$ cat src/rtl/dram_emu_pkg.sv
package dram_emu_pkg;

    localparam int ADDR_W = 10;
    localparam int DQ_W   = 4;

    typedef struct packed {
        logic ras_fall;
        logic ras_rise;
        logic cas_fall;
        logic cas_rise;
    } strobe_ev_t;

    typedef enum logic [1:0] {
        CYC_IDLE  = 2'd0,
        CYC_READ  = 2'd1,
        CYC_WRITE = 2'd2
    } cyc_e;

    function automatic cyc_e cycle_kind(input logic we_n);
        return we_n ? CYC_READ : CYC_WRITE;
    endfunction

endpackage

$ cat src/rtl/dram_emu_strobes.sv
module dram_emu_strobes
    import dram_emu_pkg::*;
(
    input  logic       clk,
    input  logic       rst,
    input  logic       ras_n,
    input  logic       cas_n,
    output logic       ras_q,
    output logic       cas_q,
    output strobe_ev_t ev
);

    always_ff @(posedge clk) begin
        if (rst) begin
            ras_q <= 1'b1;
            cas_q <= 1'b1;
        end else begin
            ras_q <= ras_n;
            cas_q <= cas_n;
        end
    end

    always_comb begin
        ev.ras_fall = ras_q & ~ras_n;
        ev.ras_rise = ~ras_q & ras_n;
        ev.cas_fall = cas_q & ~cas_n;
        ev.cas_rise = ~cas_q & cas_n;
    end

endmodule

$ cat src/rtl/dram_emu_addr.sv
module dram_emu_addr
    import dram_emu_pkg::*;
#(
    parameter int ROW_BITS = 3,
    parameter int COL_BITS = 3
) (
    input  logic                clk,
    input  logic                rst,
    input  logic                ras_fall,
    input  logic                ras_n,
    input  logic                cas_q,
    input  logic [ADDR_W-1:0]   addr,
    output logic [ROW_BITS-1:0] row_q,
    output logic [COL_BITS-1:0] col_q,
    output logic [COL_BITS-1:0] col_eff
);

    localparam int HI_W = (ROW_BITS > COL_BITS) ? ROW_BITS : COL_BITS;

    logic [ROW_BITS-1:0] row_in;
    logic [COL_BITS-1:0] col_in;
    logic                unused_hi;

    assign row_in    = addr[ROW_BITS-1:0];
    assign col_in    = addr[COL_BITS-1:0];
    assign unused_hi = ^addr[ADDR_W-1:HI_W];

    // Row: captured once per row-strobe period.
    always_ff @(posedge clk) begin
        if (rst) begin
            row_q <= '0;
        end else if (ras_fall) begin
            row_q <= row_in;
        end
    end

    // Column: follows the bus while the column strobe was high, so the
    // value present at the fall is the one kept.
    always_ff @(posedge clk) begin
        if (rst) begin
            col_q <= '0;
        end else if (!ras_n && cas_q) begin
            col_q <= col_in;
        end
    end

    assign col_eff = cas_q ? col_in : col_q;

endmodule

$ cat src/rtl/dram_emu_array.sv
module dram_emu_array
    import dram_emu_pkg::*;
#(
    parameter int ROW_BITS = 3,
    parameter int COL_BITS = 3
) (
    input  logic                clk,
    input  logic                rst,
    input  logic                wr_en,
    input  logic [ROW_BITS-1:0] row,
    input  logic [COL_BITS-1:0] col,
    input  logic [DQ_W-1:0]     wr_data,
    output logic [DQ_W-1:0]     rd_data
);

    localparam int IDX_W = ROW_BITS + COL_BITS;
    localparam int DEPTH = 1 << IDX_W;

    logic [IDX_W-1:0] idx;
    logic [DQ_W-1:0]  words [DEPTH];

    assign idx = {row, col};

    for (genvar w = 0; w < DEPTH; w++) begin : g_word
        always_ff @(posedge clk) begin
            if (rst) begin
                words[w] <= '0;
            end else if (wr_en && (idx == IDX_W'(w))) begin
                words[w] <= wr_data;
            end
        end
    end

    assign rd_data = words[idx];

endmodule

$ cat src/rtl/dram_emu_ctrl.sv
module dram_emu_ctrl
    import dram_emu_pkg::*;
(
    input  logic       clk,
    input  logic       rst,
    input  strobe_ev_t ev,
    input  logic       ras_n,
    input  logic       ras_q,
    input  logic       cas_n,
    input  logic       we_n,
    input  logic       oe_n,
    output logic       wr_en,
    output logic       dout_en,
    output logic       err_o
);

    cyc_e cyc_q;
    cyc_e cyc_now;
    logic access;
    logic stray_cas;

    // An access needs the row strobe low in this and the previous sample.
    assign access    = ev.cas_fall && !ras_n && !ras_q;
    assign stray_cas = ev.cas_fall && ras_n;
    assign cyc_now   = access ? cycle_kind(we_n) : cyc_q;

    always_ff @(posedge clk) begin
        if (rst) begin
            cyc_q <= CYC_IDLE;
        end else if (access) begin
            cyc_q <= cycle_kind(we_n);
        end else if (ev.cas_rise || ev.ras_rise || ev.ras_fall || stray_cas) begin
            cyc_q <= CYC_IDLE;
        end
    end

    always_ff @(posedge clk) begin
        if (rst) begin
            err_o <= 1'b0;
        end else if (stray_cas) begin
            err_o <= 1'b1;
        end
    end

    assign wr_en   = access && !we_n;
    assign dout_en = !ras_n && !cas_n && !oe_n && (cyc_now == CYC_READ);

endmodule

$ cat src/rtl/dram_emu.sv
module dram_emu
    import dram_emu_pkg::*;
#(
    parameter int ROW_BITS = 3,
    parameter int COL_BITS = 3
) (
    input  logic              clk,
    input  logic              rst,
    input  logic              ras_n,
    input  logic              cas_n,
    input  logic              we_n,
    input  logic              oe_n,
    input  logic [ADDR_W-1:0] addr,
    input  logic [DQ_W-1:0]   din,
    output logic [DQ_W-1:0]   dout,
    output logic              dout_en,
    output logic              err_o
);

    strobe_ev_t          ev;
    logic                ras_q;
    logic                cas_q;
    logic [ROW_BITS-1:0] row_q;
    logic [COL_BITS-1:0] col_q;
    logic [COL_BITS-1:0] col_eff;
    logic                wr_en;

    dram_emu_strobes u_strobes (
        .clk   (clk),
        .rst   (rst),
        .ras_n (ras_n),
        .cas_n (cas_n),
        .ras_q (ras_q),
        .cas_q (cas_q),
        .ev    (ev)
    );

    dram_emu_addr #(.ROW_BITS(ROW_BITS), .COL_BITS(COL_BITS)) u_addr (
        .clk      (clk),
        .rst      (rst),
        .ras_fall (ev.ras_fall),
        .ras_n    (ras_n),
        .cas_q    (cas_q),
        .addr     (addr),
        .row_q    (row_q),
        .col_q    (col_q),
        .col_eff  (col_eff)
    );

    dram_emu_ctrl u_ctrl (
        .clk     (clk),
        .rst     (rst),
        .ev      (ev),
        .ras_n   (ras_n),
        .ras_q   (ras_q),
        .cas_n   (cas_n),
        .we_n    (we_n),
        .oe_n    (oe_n),
        .wr_en   (wr_en),
        .dout_en (dout_en),
        .err_o   (err_o)
    );

    dram_emu_array #(.ROW_BITS(ROW_BITS), .COL_BITS(COL_BITS)) u_array (
        .clk     (clk),
        .rst     (rst),
        .wr_en   (wr_en),
        .row     (row_q),
        .col     (col_eff),
        .wr_data (din),
        .rd_data (dout)
    );

endmodule

$ cat config.mk
export PLATFORM = sky130hd
export DESIGN_NAME = dram_emu
export DESIGN_NICKNAME = d
export VERILOG_FILES = /design/src/rtl/dram_emu_pkg.sv /design/src/rtl/dram_emu_strobes.sv /design/src/rtl/dram_emu_addr.sv /design/src/rtl/dram_emu_array.sv /design/src/rtl/dram_emu_ctrl.sv /design/src/rtl/dram_emu.sv
export SDC_FILE = /design/constraint.sdc
export NUM_CORES = 1
export LEC_CHECK = 0
export BUFFER_PORTS_ARGS = -buffer_cell sky130_fd_sc_hd__buf_2
export CORE_ASPECT_RATIO = 0.8
export CORE_MARGIN = 1.5
export CORE_UTILIZATION = 57
export CTS_CLUSTER_SIZE = 12
export DETAILED_ROUTE_END_ITERATION = 16
export PLACE_DENSITY = 0.76
export SLEW_MARGIN = 20
export SYNTH_ARGS = -nofsm -noshare
export SYNTH_HDL_FRONTEND = slang
export SYNTH_SLANG_ARGS = --single-unit
$ cat constraint.sdc
create_clock -name clk -period 2.22 [get_ports clk]
set_clock_uncertainty 0.2 [all_clocks]
set_input_delay 0.111 -clock clk [delete_from_list [all_inputs] [get_ports clk]]
set_output_delay 0.111 -clock clk [all_outputs]
set_load 0.01 [all_outputs]
==> results.toml <==
[sta]
hold_slack_ps = 77.8
maxSlewViolCount = 0
worst_slack_ps = -1010
max_slew_margin_pct = 51.9
hold_viol = 0
setup_violations = 458
post-route-period-util_pct = 146
tightest_slew_ps = 721
fmax_mhz = 309
rsz0062_at_grt = "true"
fin_crit_ps = 3230

[power]
power_density_nw_per_um2 = 705
p_leak_nw = 5.39
combPwrFrac_pct = 11.6
switching_share_pct = 24.1
irDropWorstVdd_v = 0.000610
p_clk_share_pct = 36.1
switching_power_mw = 2.65
p_int_mw = 8.36
p_seq_share_pct = 52.3
total_power_mw = 11.0

[global_route]
overflow = 0
grt.total_usage_pct = 34.1
grt_max_degree = 49
grt_pass1_vias = 9349
antenna_found_initial = 0
grt_pass1_wl_um = 56600

[yosys]
synth_area_per_cell_um2 = 11.2
synth-edff-count = 256
async_flop_share_pct = 0
synth_cell_types = 45
synth_top_area_share_pct = 62.5
yosys_warnings = 0
synth_area_leader_cell = "edfxtp_1"
synthTopCellsByCount = "287 x nor2_1, 256 x edfxtp_1, 81 x a22oi_1"
yosys-top-cells-area = "edfxtp_1 63%, nor2_1 8.8%, a22oi_1 4.9%"
synthesis.area_um2 = 12300
ys.flop_type = "edfxtp_1"
synthCells = 1095
syn_nets = 1115
yosysMostFrequentCell = "nor2_1"
ys_seq_elements = 267
yosysSeqAreaShare_pct = 64.3

[placement]
gp_congestion = 1.02
io_buffers = 18
dpl_cell_area_um2 = 13500
hpwl_um = 25800

[detailed_routing]
drtPass1Iterations = 8
drtIter0Drc = 2071
drtAntennaViolNets = 0
routed-via-count = 10400
wirelength_um = 41800
vias_per_cell = 6.97
wl_per_cell_um = 28.1
drc_errors = 0

[cells_and_area]
fillers = 1281
post-route-util_pct = 74.5
antennaDiodeCount = 0
nets = 1225
fin_area_um2 = 15600
syn_to_final_growth_pct = 26.9
drive_above_1_share_pct = 29.2

[worst_setup_path]
r2r_end = "u_array.words[17][2]"
crit_type = "reg2out"
cp-start-kind = "flop"
rrSetupSlack_ps = -200
arrival_ps = 2920
reg2regPathDepth = 9
crit_path_end_kind = "primary output"
worstPathRequired_ps = 1910
r2r-start = "u_strobes.cas_q"
path_max_fanout = 8

[clock_tree]
clk_pin_slew_ps = 60
clk_path_buf_depth = 3
cts_tree = "yes"
cts_sinks = 267
numCtsBuffers = 26
cts_max_level = 1
clock_latency_ps = 540
clockRootBuffer = "clkbuf_16"

[floorplanning]
num_rows = 47
pin_count = 26
initial_core_util_pct = 58.7
die_w_um = 167
design.core.area_um2 = 20900
die_h_um = 134
die-area_um2 = 22500

[outcome]
violations = "negative setup slack"
status = "complete, but fails checks"

[worst_hold_path]
min_to = "u_array.words[9][3]"
min_path_cells = 3
hold_path_class = "in2reg"
min_from = "din[3]"

[run]
maxCapViolations = 0
==> power by group through the flow <==
| stage | logic, mW | clock network (mW) | registers, mW |
|---|---|---|---|
| 2_1_floorplan | 0.519 | 0 | 5.81 |
| 3_3_place_gp | 0.938 | 0 | 5.85 |
| 3_5_place_dp | 0.949 | 0 | 5.85 |
| 4_1_cts | 1.07 | 3.96 | 5.75 |
| 5_1_grt | 1.31 | 4.13 | 5.76 |
| 6_report | 1.28 | 3.97 | 5.76 |
==> worst max-delay path, stage by stage, from the launching register on <==
cell and delay [ps]:
dfxtp_4 370, clkbuf_16 150, or3b_4 470, nand2_8 130, buf_12 120, buf_16 140
a22oi_1 150, a21oi_1 210, nor4_1 80, nor4_2 350, buf_2 210
==> state kept, by name, indices dropped and copies added (netlist names) <==
register and cells:
u_addr.col_q 3, u_ctrl.err_o 1, u_strobes.ras_q 1, u_ctrl.cyc_q 2, u_strobes.cas_q 1, u_array.words 256, u_addr.row_q 3
==> worst max path at each step <==
stage,slack [ps],from,cells after the start,to
floorplan,7,u_strobes.cas_q,9,dout[0]
global placement,-480,u_strobes.cas_q,10,dout[3]
detailed placement,-490,u_strobes.cas_q,10,dout[2]
CTS,-930,u_strobes.cas_q,11,dout[3]
global route,-1010,u_strobes.cas_q,11,dout[0]
finish,-1010,u_strobes.cas_q,10,dout[0]
==> through the flow <==
stage / std cells / setup WS, ps / setup TNS, ps
final: 1485 / -1010 / -32860
after global routing: 1485 / -1010 / -71200
after CTS: 1464 / -933 / -11300
after detailed placement: 1409 / -492 / -62580
after global placement: 1409 / -480 / -52770
after floorplan: 1095 / 7.30 / 0
==> cell type report <==
cell class | count | area, µm² | area share (%)
inverter | 6 | 22.5 | 0.144
clock inverter | 2 | 20.0 | 0.128
sequential | 267 | 7910 | 50.7
tap | 269 | 337 | 2.16
clock buffer | 37 | 702 | 4.50
timing repair buffer | 176 | 1880 | 12.1
multi-input combinational | 728 | 4730 | 30.3
==> per-layer routing <==
| layer | vias up | GRT usage, % | routed length (µm) |
|---|---|---|---|
| li1 | 4226 | - | - |
| met1 | 4903 | 49.3 | 14700 |
| met2 | 1005 | 49.8 | 17700 |
| met3 | 220 | 8.82 | 6770 |
| met4 | 0 | 13.3 | 2580 |
| met5 | - | 0 | 0 |
==> cell families (layout without fill, tap and decap cells) <==
group | count (synthesis) | count (layout) | synth area share (%)
flip-flops | 267 | 267 | 64.3
multiplexers | 7 | 7 | 0.570
buffers and inverters | 100 | 221 | 3.59
AND/OR/NAND/NOR | 415 | 415 | 14.4
AO/OA/AOI/OAI | 306 | 306 | 17.1
==> placed cells by master (no fill, tap or decap), drive strengths merged, types with 2 or more instances in the layout <==
| master | n |
|---|---|
| dfxtp | 11 |
| and3b | 3 |
| nand2b | 6 |
| a22oi | 81 |
| nand2 | 70 |
| a41oi | 4 |
| o22ai | 5 |
| buf | 158 |
| or2 | 5 |
| nor4b | 5 |
| a21o | 64 |
| clkinv | 2 |
| or3 | 4 |
| a21oi | 42 |
| inv | 6 |
| a2111oi | 12 |
| nor2b | 2 |
| dlygate4sd3 | 7 |
| nor3b | 5 |
| nand3b | 2 |
| clkbuf | 47 |
| nor4 | 17 |
| edfxtp | 256 |
| nor2 | 291 |
| mux2i | 7 |
| o2111a | 4 |
| o21ai | 52 |
| a41o | 4 |
| a21boi | 36 |
| or3b | 2 |
==> repair_timing <==
action                     CTS  global route
gates resized for setup     64           144
gates cloned                 3            14
pin swaps                   16            37
hold endpoints to repair    11             0
hold buffers                 7             0
setup buffers                6             9
setup endpoints to repair  508           518
Power figures use the tool's default switching activity.
